### src/rtl/norseq_pkg.sv
package norseq_pkg;

  typedef enum logic [1:0] {
    OP_PROG = 2'b00,
    OP_SECT = 2'b01,
    OP_CHIP = 2'b10,
    OP_RSVD = 2'b11
  } op_e;

  typedef enum logic [1:0] {
    VD_PASS,
    VD_FAIL,
    VD_REPOLL,
    VD_RECHECK
  } verdict_e;

  localparam logic [15:0] KEY_FIRST  = 16'h00AA;
  localparam logic [15:0] KEY_SECOND = 16'h0055;
  localparam logic [15:0] CODE_PROG  = 16'h00A0;
  localparam logic [15:0] CODE_ERASE = 16'h0080;
  localparam logic [15:0] CODE_CHIP  = 16'h0010;
  localparam logic [15:0] CODE_SECT  = 16'h0030;
  localparam logic [15:0] ERASED_WORD = 16'hFFFF;
  localparam logic [11:0] OFS_FIRST  = 12'h555;
  localparam logic [11:0] OFS_SECOND = 12'h2AA;
  localparam int unsigned FAIL_BIT   = 5;

  function automatic logic [2:0] seq_last(op_e op);
    return (op == OP_PROG) ? 3'd3 : 3'd5;
  endfunction

endpackage

### src/rtl/norseq_cmd_step.sv
module norseq_cmd_step
  import norseq_pkg::*;
#(
  parameter int AW = 18,
  parameter int DW = 16
) (
  input  op_e           op,
  input  logic [2:0]    step,
  input  logic [AW-1:0] sect_base,
  input  logic [AW-1:0] target,
  input  logic [DW-1:0] wdata,
  output logic [AW-1:0] wr_addr,
  output logic [DW-1:0] wr_data,
  output logic          last
);
  logic [AW-1:0] key_base;
  logic [AW-1:0] at_first;
  logic [AW-1:0] at_second;

  always_comb begin
    key_base  = (op == OP_PROG) ? '0 : sect_base;
    at_first  = key_base + AW'(OFS_FIRST);
    at_second = key_base + AW'(OFS_SECOND);
    wr_addr   = at_first;
    wr_data   = DW'(KEY_FIRST);
    case (step)
      3'd0: begin wr_addr = at_first;  wr_data = DW'(KEY_FIRST);  end
      3'd1: begin wr_addr = at_second; wr_data = DW'(KEY_SECOND); end
      3'd2: begin
        wr_addr = at_first;
        wr_data = (op == OP_PROG) ? DW'(CODE_PROG) : DW'(CODE_ERASE);
      end
      3'd3: begin
        if (op == OP_PROG) begin
          wr_addr = target;
          wr_data = wdata;
        end else begin
          wr_addr = at_first;
          wr_data = DW'(KEY_FIRST);
        end
      end
      3'd4: begin wr_addr = at_second; wr_data = DW'(KEY_SECOND); end
      3'd5: begin
        if (op == OP_SECT) begin
          wr_addr = sect_base;
          wr_data = DW'(CODE_SECT);
        end else begin
          wr_addr = at_first;
          wr_data = DW'(CODE_CHIP);
        end
      end
      default: begin wr_addr = at_first; wr_data = DW'(KEY_FIRST); end
    endcase
    last = (step == seq_last(op));
  end
endmodule

### src/rtl/norseq_poll_judge.sv
module norseq_poll_judge
  import norseq_pkg::*;
#(
  parameter int DW = 16
) (
  input  logic [DW-1:0] rdata,
  input  logic [DW-1:0] expect_word,
  input  logic          second,
  output verdict_e      verdict
);
  always_comb begin
    if (rdata == expect_word)   verdict = VD_PASS;
    else if (second)            verdict = VD_FAIL;
    else if (rdata[FAIL_BIT])   verdict = VD_RECHECK;
    else                        verdict = VD_REPOLL;
  end
endmodule

### src/rtl/nor_cmd_sequencer.sv
module nor_cmd_sequencer
  import norseq_pkg::*;
#(
  parameter int AW      = 18,
  parameter int DW      = 16,
  parameter int SEC_LSB = 12
) (
  input  logic          clk,
  input  logic          rst_n,
  input  logic          req_valid,
  input  logic [1:0]    req_op,
  input  logic [AW-1:0] req_addr,
  input  logic [DW-1:0] req_data,
  output logic          busy,
  output logic          done,
  output logic          pass,
  output logic          mem_wr,
  output logic          mem_rd,
  output logic [AW-1:0] mem_addr,
  output logic [DW-1:0] mem_wdata,
  input  logic [DW-1:0] mem_rdata,
  input  logic          mem_rvalid
);
  localparam int SECT_BITS = AW - SEC_LSB;

  typedef enum logic [1:0] {S_IDLE, S_WR, S_RD, S_WAIT} state_e;

  function automatic logic [AW-1:0] sector_of(logic [AW-1:0] a);
    return {a[AW-1:SEC_LSB], {SEC_LSB{1'b0}}};
  endfunction

  state_e        state_q;
  op_e           op_q;
  logic [2:0]    step_q;
  logic [AW-1:0] sect_q;
  logic [AW-1:0] tgt_q;
  logic [DW-1:0] data_q;
  logic [DW-1:0] exp_q;
  logic          second_q;
  logic          done_q;
  logic          pass_q;

  logic [AW-1:0] step_addr;
  logic [DW-1:0] step_data;
  logic          step_last;
  verdict_e      verdict;

  // Named internal events for the checker
  logic accept;
  logic ev_pass;
  logic ev_fail;
  logic ev_repoll;
  logic ev_recheck;

  op_e req_op_e;
  assign req_op_e = op_e'(req_op);

  norseq_cmd_step #(.AW(AW), .DW(DW)) u_step (
    .op        (op_q),
    .step      (step_q),
    .sect_base (sect_q),
    .target    (tgt_q),
    .wdata     (data_q),
    .wr_addr   (step_addr),
    .wr_data   (step_data),
    .last      (step_last)
  );

  norseq_poll_judge #(.DW(DW)) u_judge (
    .rdata       (mem_rdata),
    .expect_word (exp_q),
    .second      (second_q),
    .verdict     (verdict)
  );

  assign accept     = (state_q == S_IDLE) && req_valid && (req_op_e != OP_RSVD);
  assign ev_pass    = (state_q == S_WAIT) && mem_rvalid && (verdict == VD_PASS);
  assign ev_fail    = (state_q == S_WAIT) && mem_rvalid && (verdict == VD_FAIL);
  assign ev_repoll  = (state_q == S_WAIT) && mem_rvalid && (verdict == VD_REPOLL);
  assign ev_recheck = (state_q == S_WAIT) && mem_rvalid && (verdict == VD_RECHECK);

  always_ff @(posedge clk) begin
    if (!rst_n) begin
      state_q  <= S_IDLE;
      op_q     <= OP_PROG;
      step_q   <= '0;
      sect_q   <= '0;
      tgt_q    <= '0;
      data_q   <= '0;
      exp_q    <= '0;
      second_q <= 1'b0;
      done_q   <= 1'b0;
      pass_q   <= 1'b0;
    end else begin
      done_q <= 1'b0;
      case (state_q)
        S_IDLE: begin
          if (accept) begin
            op_q     <= req_op_e;
            step_q   <= '0;
            sect_q   <= sector_of(req_addr);
            tgt_q    <= (req_op_e == OP_PROG) ? req_addr : sector_of(req_addr);
            data_q   <= req_data;
            exp_q    <= (req_op_e == OP_PROG) ? req_data : DW'(ERASED_WORD);
            second_q <= 1'b0;
            state_q  <= S_WR;
          end
        end
        S_WR: begin
          if (step_last) state_q <= S_RD;
          else           step_q  <= step_q + 3'd1;
        end
        S_RD: state_q <= S_WAIT;
        S_WAIT: begin
          if (ev_pass || ev_fail) begin
            done_q  <= 1'b1;
            pass_q  <= ev_pass;
            state_q <= S_IDLE;
          end else if (ev_recheck) begin
            second_q <= 1'b1;
            state_q  <= S_RD;
          end else if (ev_repoll) begin
            state_q  <= S_RD;
          end
        end
        default: state_q <= S_IDLE;
      endcase
    end
  end

  assign busy      = (state_q != S_IDLE);
  assign done      = done_q;
  assign pass      = pass_q;
  assign mem_wr    = (state_q == S_WR);
  assign mem_rd    = (state_q == S_RD);
  assign mem_addr  = (state_q == S_WR) ? step_addr : tgt_q;
  assign mem_wdata = (state_q == S_WR) ? step_data : '0;

  logic [SECT_BITS-1:0] unused_sect;
  assign unused_sect = sect_q[AW-1:SEC_LSB];
endmodule

### config.mk
export PLATFORM = sky130hd
export DESIGN_NAME = nor_cmd_sequencer
export DESIGN_NICKNAME = d
export VERILOG_FILES = /design/src/rtl/norseq_pkg.sv /design/src/rtl/norseq_cmd_step.sv /design/src/rtl/norseq_poll_judge.sv /design/src/rtl/nor_cmd_sequencer.sv
export SDC_FILE = /design/constraint.sdc
export NUM_CORES = 1
export LEC_CHECK = 0
export BUFFER_PORTS_ARGS = -buffer_cell sky130_fd_sc_hd__buf_4
export CORE_UTILIZATION = 55
export CTS_CLUSTER_DIAMETER = 200
export DETAILED_ROUTE_END_ITERATION = 8
export PLACE_DENSITY = 0.85
export SYNTH_ARGS = -nofsm -noshare
export SYNTH_HDL_FRONTEND = slang
export SYNTH_HIERARCHICAL = 1
export SYNTH_SLANG_ARGS = --single-unit
### constraint.sdc
create_clock -name clk -period 6 [get_ports clk]
set_input_delay 0.9 -clock clk [delete_from_list [all_inputs] [get_ports clk]]
set_output_delay 0.9 -clock clk [all_outputs]
set_load 0.02 [all_outputs]
; ---- Yosys cells after proc, flatten, opt, wreduce, memory -nomap -nowiden
; Index checks and enable logic that the tools add are counted.
; W data, S select, Z words.
[word_totals]
register_bits = 66
latchBits = 0
ramBits = 0
rom_bits = 0
input_bits = 56
output_inout_bits = 39
elab_cells = 86
mem_count = 0
[op_classes]
add_sub_neg = 3
mul = 0
n_div = 0
n_lt_le_gt_ge = 0
eq_ne = 21
shifts = 0
muxes = 30
bitwise = 0
n_reduce_logical = 22
[ops]
columns = operator, count
row1 = $mux W18, 4
row2 = $pmux W16 S4, 1
row3 = $pmux W18 S3, 1
row4 = $mux W16, 3
row5 = $add A18 B10 Y18 const B, 1
row6 = $add A18 B11 Y18 const B, 1
row7 = $eq A16 B16 Y1, 1
row8 = $mux W2, 7
row9 = $mux W12, 1
row10 = $mux W6, 2
row11 = $ne A2 B2 Y1 const B, 5
row12 = $mux W3, 3
row13 = $eq A2 B2 Y1 const B, 4
row14 = $logic_not A2 Y1, 4
row15 = $pmux W2 S4, 1
row16 = $logic_and A1 B1 Y1, 7
row17 = $eq A2 B1 Y1 const B, 3
row18 = $eq A3 B2 Y1 const B, 2
row19 = $eq A3 B3 Y1 const B, 2
row20 = $pmux W3 S2, 1
row21 = $reduce_and A2 Y1, 3
row22 = $reduce_and A3 Y1, 2
row23 = $reduce_bool A2 Y1, 3
row24 = $mux W1, 5
row25 = 9 further kinds, 9

; ---- Depth between registers and ports, before layout
[depth]
word_depth = 9
depth_mapped = 12
depth_no_buf = 11

; ---- By module
; The synthesis kept the hierarchy.
[modules_own_cells]
columns = module, instances, cells_per_inst, area_per_inst_um2, seq_area_each_um2
row1 = nor_cmd_sequencer, 1, 269, 2657.5, 1201.2
row2 = norseq_cmd_step, 1, 270, 1572.8, 0.0
row3 = norseq_poll_judge, 1, 24, 188.9, 0.0

; ---- Least setup slack after synthesis
; OpenSTA, ideal clock, no wires.
[synth_path]
path_type = flip-flop to output port
startpoint = register op_q[0]
endpoint = output mem_addr[10]
t_arrival_ns = 1.845
required_time_ns = 5.100
slack_ns = 3.255
stages_incl_launch_ff = 9
path_buffers = 1
cell_sequence = dfxtp_1 > nor2b_1 > and3_1 > clkbuf_1 > a211oi_1 > a21oi_1 > a21oi_1 > a221o_1 > mux2_2
[synth_via]
elab_chain_len = 4
word_cells_on_any_way = 6
classes_between = eq/ne: 1 / mux: 4 / reduce/logical: 1
[synth_lines]
columns = element, line
row1 = "start, declared", nor_cmd_sequencer.sv:33  ; op_e op_q;
row2 = "start signal, assigned", nor_cmd_sequencer.sv:99  ; op_q <= req_op_e;
row3 = $eq A2 B1 Y1 / $logic_not A2 Y1 (equally long branches), "norseq_cmd_step.sv:44, norseq_cmd_step.sv:21, norseq_cmd_step.sv:34"
row4 = $mux W18 (on tied branches), "norseq_cmd_step.sv:44, norseq_cmd_step.sv:34"
row5 = $pmux W18 S3 (*), norseq_cmd_step.sv:26  ; case (step)
row6 = via step_addr[10], nor_cmd_sequencer.sv:43  ; logic [AW-1:0] step_addr;
row7 = $mux W18 (*), nor_cmd_sequencer.sv:136  ; assign mem_addr = (state_q == S_WR) ? step_addr : tgt_q;
row8 = "end, declared", nor_cmd_sequencer.sv:19  ; output logic [AW-1:0] mem_addr,
; Mark *: on every way through the listed nets, which the timed path passes. The rest lies on a longest branch.

; ---- Worst setup path in the final report
[layout_path]
startpoint = register op_q[0]
endpoint = output mem_addr[17]
[layout_via]
elab_chain_len = 6
word_cells_on_any_way = 9
classes_between = add/sub: 2 / eq/ne: 1 / mux: 5 / reduce/logical: 1
[layout_lines]
columns = element, line
row1 = $logic_not A2 Y1, "norseq_cmd_step.sv:21, norseq_cmd_step.sv:34"
row2 = $mux W18, norseq_cmd_step.sv:21  ; key_base = (op == OP_PROG) ? '0 : sect_base;
row3 = $add A18 B11 Y18, norseq_cmd_step.sv:22  ; at_first = key_base + AW'(OFS_FIRST);
row4 = $mux W18 (on tied branches), "norseq_cmd_step.sv:44, norseq_cmd_step.sv:34"
row5 = $pmux W18 S3 (*), norseq_cmd_step.sv:26
row6 = via step_addr[17], nor_cmd_sequencer.sv:43
row7 = $mux W18 (*), nor_cmd_sequencer.sv:136
; Marks and branches as above.

==> run_results.csv <==
group,metric,value,unit
final_layout,layout.nets,719,
floorplan,core,7767,sq um
logic_synthesis,synth_compound_area_frac,0.2690,
setup_path,crit_path_cell_trace,"nor2_1 -> and3_1 -> a22oi_1 -> nand2_1 -> a21oi_1 -> o211ai_1 -> mux2_2 -> buf_4",
setup_path,critical_path_required,5.10,ns
sta,slew_viol_final,0,
logic_synthesis,yosysTopAreaCellShare,0.2718,
sta,post-route-period-util,0.6737,
grt,grt_max_degree,76,
route,postRouteAntennaNets,0,
logic_synthesis,synth_fa_ha_area_frac,0.01133,
setup_path,critPathMaxStageDelay,0.79,ns
power,p_per_area,209.5,nW/um^2
setup_path,cp.arrival,3.14,ns
setup_path,crit_fanout,22,
setup_path,critPathCaptureType,"output port",
logic_synthesis,ys_warn_count,6,
sta,finalSetupTns,0,ns
power,vdd_ir_drop_max,0.1573,mV
logic_synthesis,synth_cells,563,
final_layout,area_growth,21.40,%
clock_network,clkSlewWorstSetupHoldPaths,0.08,ns
route,first_iter_violations,440,
setup_path,cp_top_family,"simple AND/OR/NAND/NOR gates",
grt,grt_pass1_vias,4056,
sta,tightest_slew,1.042,ns
sta,relSlewSlack,0.3030,
final_layout,finalCoreUtilization,0.6907,
floorplan,io_pins,95,
sta,timing.fmax,0.2474,GHz
grt,overflow,0,
route,postRouteWirelength,12.17,mm
placed_design,port_buffers,94,
clock_network,clk_latency,0.35,ns
logic_synthesis,seq_area_frac_synth,0.2718,
sta,fin_crit,4.042,ns
placed_design,dpl.cell_count,750,
setup_path,startpoint_type,"register",
run_status,status,"complete, no violations",
floorplan,dieArea,8398,sq um
logic_synthesis,syn_avg_cell_area,7.849,sq um
route,post_drt_wl_per_cell,15.88,microns
floorplan,start_util,0.5689,
clock_network,cts_sinks,60,
sta,fin_skew,0.01010,ns
job,drv_cap,0,
logic_synthesis,netlist_area,4419,sq um
clock_network,htree_levels,3,
power,combPwrFrac,0.305,
clock_network,post-cts-setup-buffers,0,
clock_network,ctsResizeCount,0,
clock_network,cts.path.max_buffers,2,
setup_path,crit_type,"reg2out",
route,drc,0,
logic_synthesis,synth_top_family_by_area,"compound AO/OA/AOI/OAI gates",
logic_synthesis,synth-main-ff-cell,"dfxtp_1",
logic_synthesis,netlist_top_cells_area,"dfxtp_1 (27%), nand2_1 (5.9%), o21ai_0 (5.1%)",
clock_network,cts_tree,"done",
logic_synthesis,yosysUniqueCellTypes,62,
grt,grt_pass1_wl,19.64,mm
setup_path,cp_num_buf_inv,1,
placed_design,pre_cts_slack,2.357,ns
clock_network,cts_hold_buf,0,
power,p_int,0.0007263,W
floorplan,die_w,91.64,microns
clock_network,cts-root-buf,"clkbuf_8",
route,detail_route.vias_per_cell,5.916,
power,swShare,0.3537,
final_layout,antennaDiodeCount,0,
power,p_seq_frac,0.405,
logic_synthesis,synth-edff-count,0,
min_path,hp-class,"reg2reg",
logic_synthesis,synthArstFlopShare,0,
route,drt_pre_antenna_iters,5,
sta,setup_slack,1.958,ns
power,netSwitchingPower,0.0003975,W
logic_synthesis,yosys.area_share.simple,0.2562,
sta,finalSetupViolCount,0,
final_layout,instances_no_fill,766,
logic_synthesis,yosys.area_share.xor_xnor,0.06738,
route,vias,4532,
setup_path,cp_slowest_cell,"nor2_1",
floorplan,rows,32,
power,finalPower,0.001124,W
logic_synthesis,synth_seq_cells,60,
floorplan,die_height,91.64,microns
placed_design,place_congestion,0.9058,
power,p_leak,2.386,nW
power,p_clk_frac,0.290,
sta,hold_viol_final,0,
final_layout,drive_gt1_frac,0.2139,
grt,grt_usage,0.2913,
sta,rsz0062_at_grt,"false",
logic_synthesis,yosysTopAreaCell,"dfxtp_1",
grt,antenna_found_initial,0,
logic_synthesis,synthMuxAreaShare,0.06200,
clock_network,cts_made_buffers,9,
placed_design,dp.final_hpwl,8.601,mm
[sequential cells by signal, indices dropped and copies added (netlist names)]
name	flops
data_q	16
exp_q	16
step_q	3
pass	1
second_q	1
op_q	2
tgt_q	18
done	1
state_q	2
[path summary, 6_finish.rpt]
kind                    from            to  slack [ns]  cells after the start
setup / recovery     op_q[0]  mem_addr[17]        1.96                      8
hold / removal    data_q[14]    data_q[14]        0.45                      2
setup reg to reg     op_q[0]     step_q[0]        3.49                      6
hold reg to reg   data_q[14]    data_q[14]        0.45                      2
[worst reg2reg max path, delay by kind of cell, from the launching register on]
| family | cells | cell delay [ns] |
|---|---|---|
| AOI/OAI and AO/OA | 2 | 0.31 |
| DFF | 1 | 0.37 |
| and+or+nand+nor | 4 | 1.73 |
[logic make-up (layout without fill, tap and decap cells)]
kind of cell	count (synthesis)	after routing
flops	60	60
fa+ha+maj	4	4
buf+inv	59	123
other cells	1	38
xor+xnor	34	34
simple gates	212	212
compound gates	168	168
mux	25	25
[cells in the final DEF, fill, tap and decap left out, drive strengths merged, types with 9 or more instances in the layout]
cell / instances
a21oi: 25
a22o: 13
and2: 33
buf: 98
clkbuf: 9
conb: 38
dfxtp: 60
inv: 10
mux2: 19
nand2: 70
nand3: 10
nand4: 24
nand4b: 16
nor2: 29
o211a: 19
o21ai: 48
xnor2: 25
xor2: 9
[synthesized netlist by cell type, drive strengths merged (5+ instances only)]
cell,number
mux2i,6
buf,18
a21oi,25
a21o,5
a221o,5
dfxtp,60
mux2,19
nand3,10
o211a,19
o21ai,48
nor2,29
nand4b,16
a22o,13
xor2,9
clkbuf,32
nand2,70
nand4,24
nor2b,6
o211ai,6
inv,9
xnor2,25
a22oi,6
and2,33
[cell type report]
class,instances,area [sq um]
inverter,9,33.78
tap,102,127.6
clock inverter,7,52.55
multi-input combinational,481,3090
fill,642,2402
clock buffer,9,123.9
timing repair buffer,98,735.7
sequential,60,1201
[through the flow]
stage / hold WS [ns] / area [sq um]
floorplan: 0.4238 / 4558
global placement: 0.4332 / 5189
detailed placement: 0.4378 / 5189
CTS: 0.4485 / 5365
global route: 0.4696 / 5365
finish: 0.4491 / 5365
[power groups by stage]
stage	Sequential [W]	Combinational (W)	Clock, W
floorplan	0.000452	0.000242	0
global placement	0.000462	0.000323	0
detailed placement	0.000464	0.000327	0
CTS	0.000455	0.000330	0.000331
global route	0.000459	0.000372	0.000349
finish	0.000455	0.000343	0.000326
[layer usage]
layer,part of all wire,vias up,track usage
li1,-,2220,-
met1,0.46,2087,0.3968
met2,0.46,207,0.4618
met3,0.069,18,0.05887
met4,0.014,0,0.09127
met5,0,-,0
No activity file was read; power rests on OpenSTA's default activity.
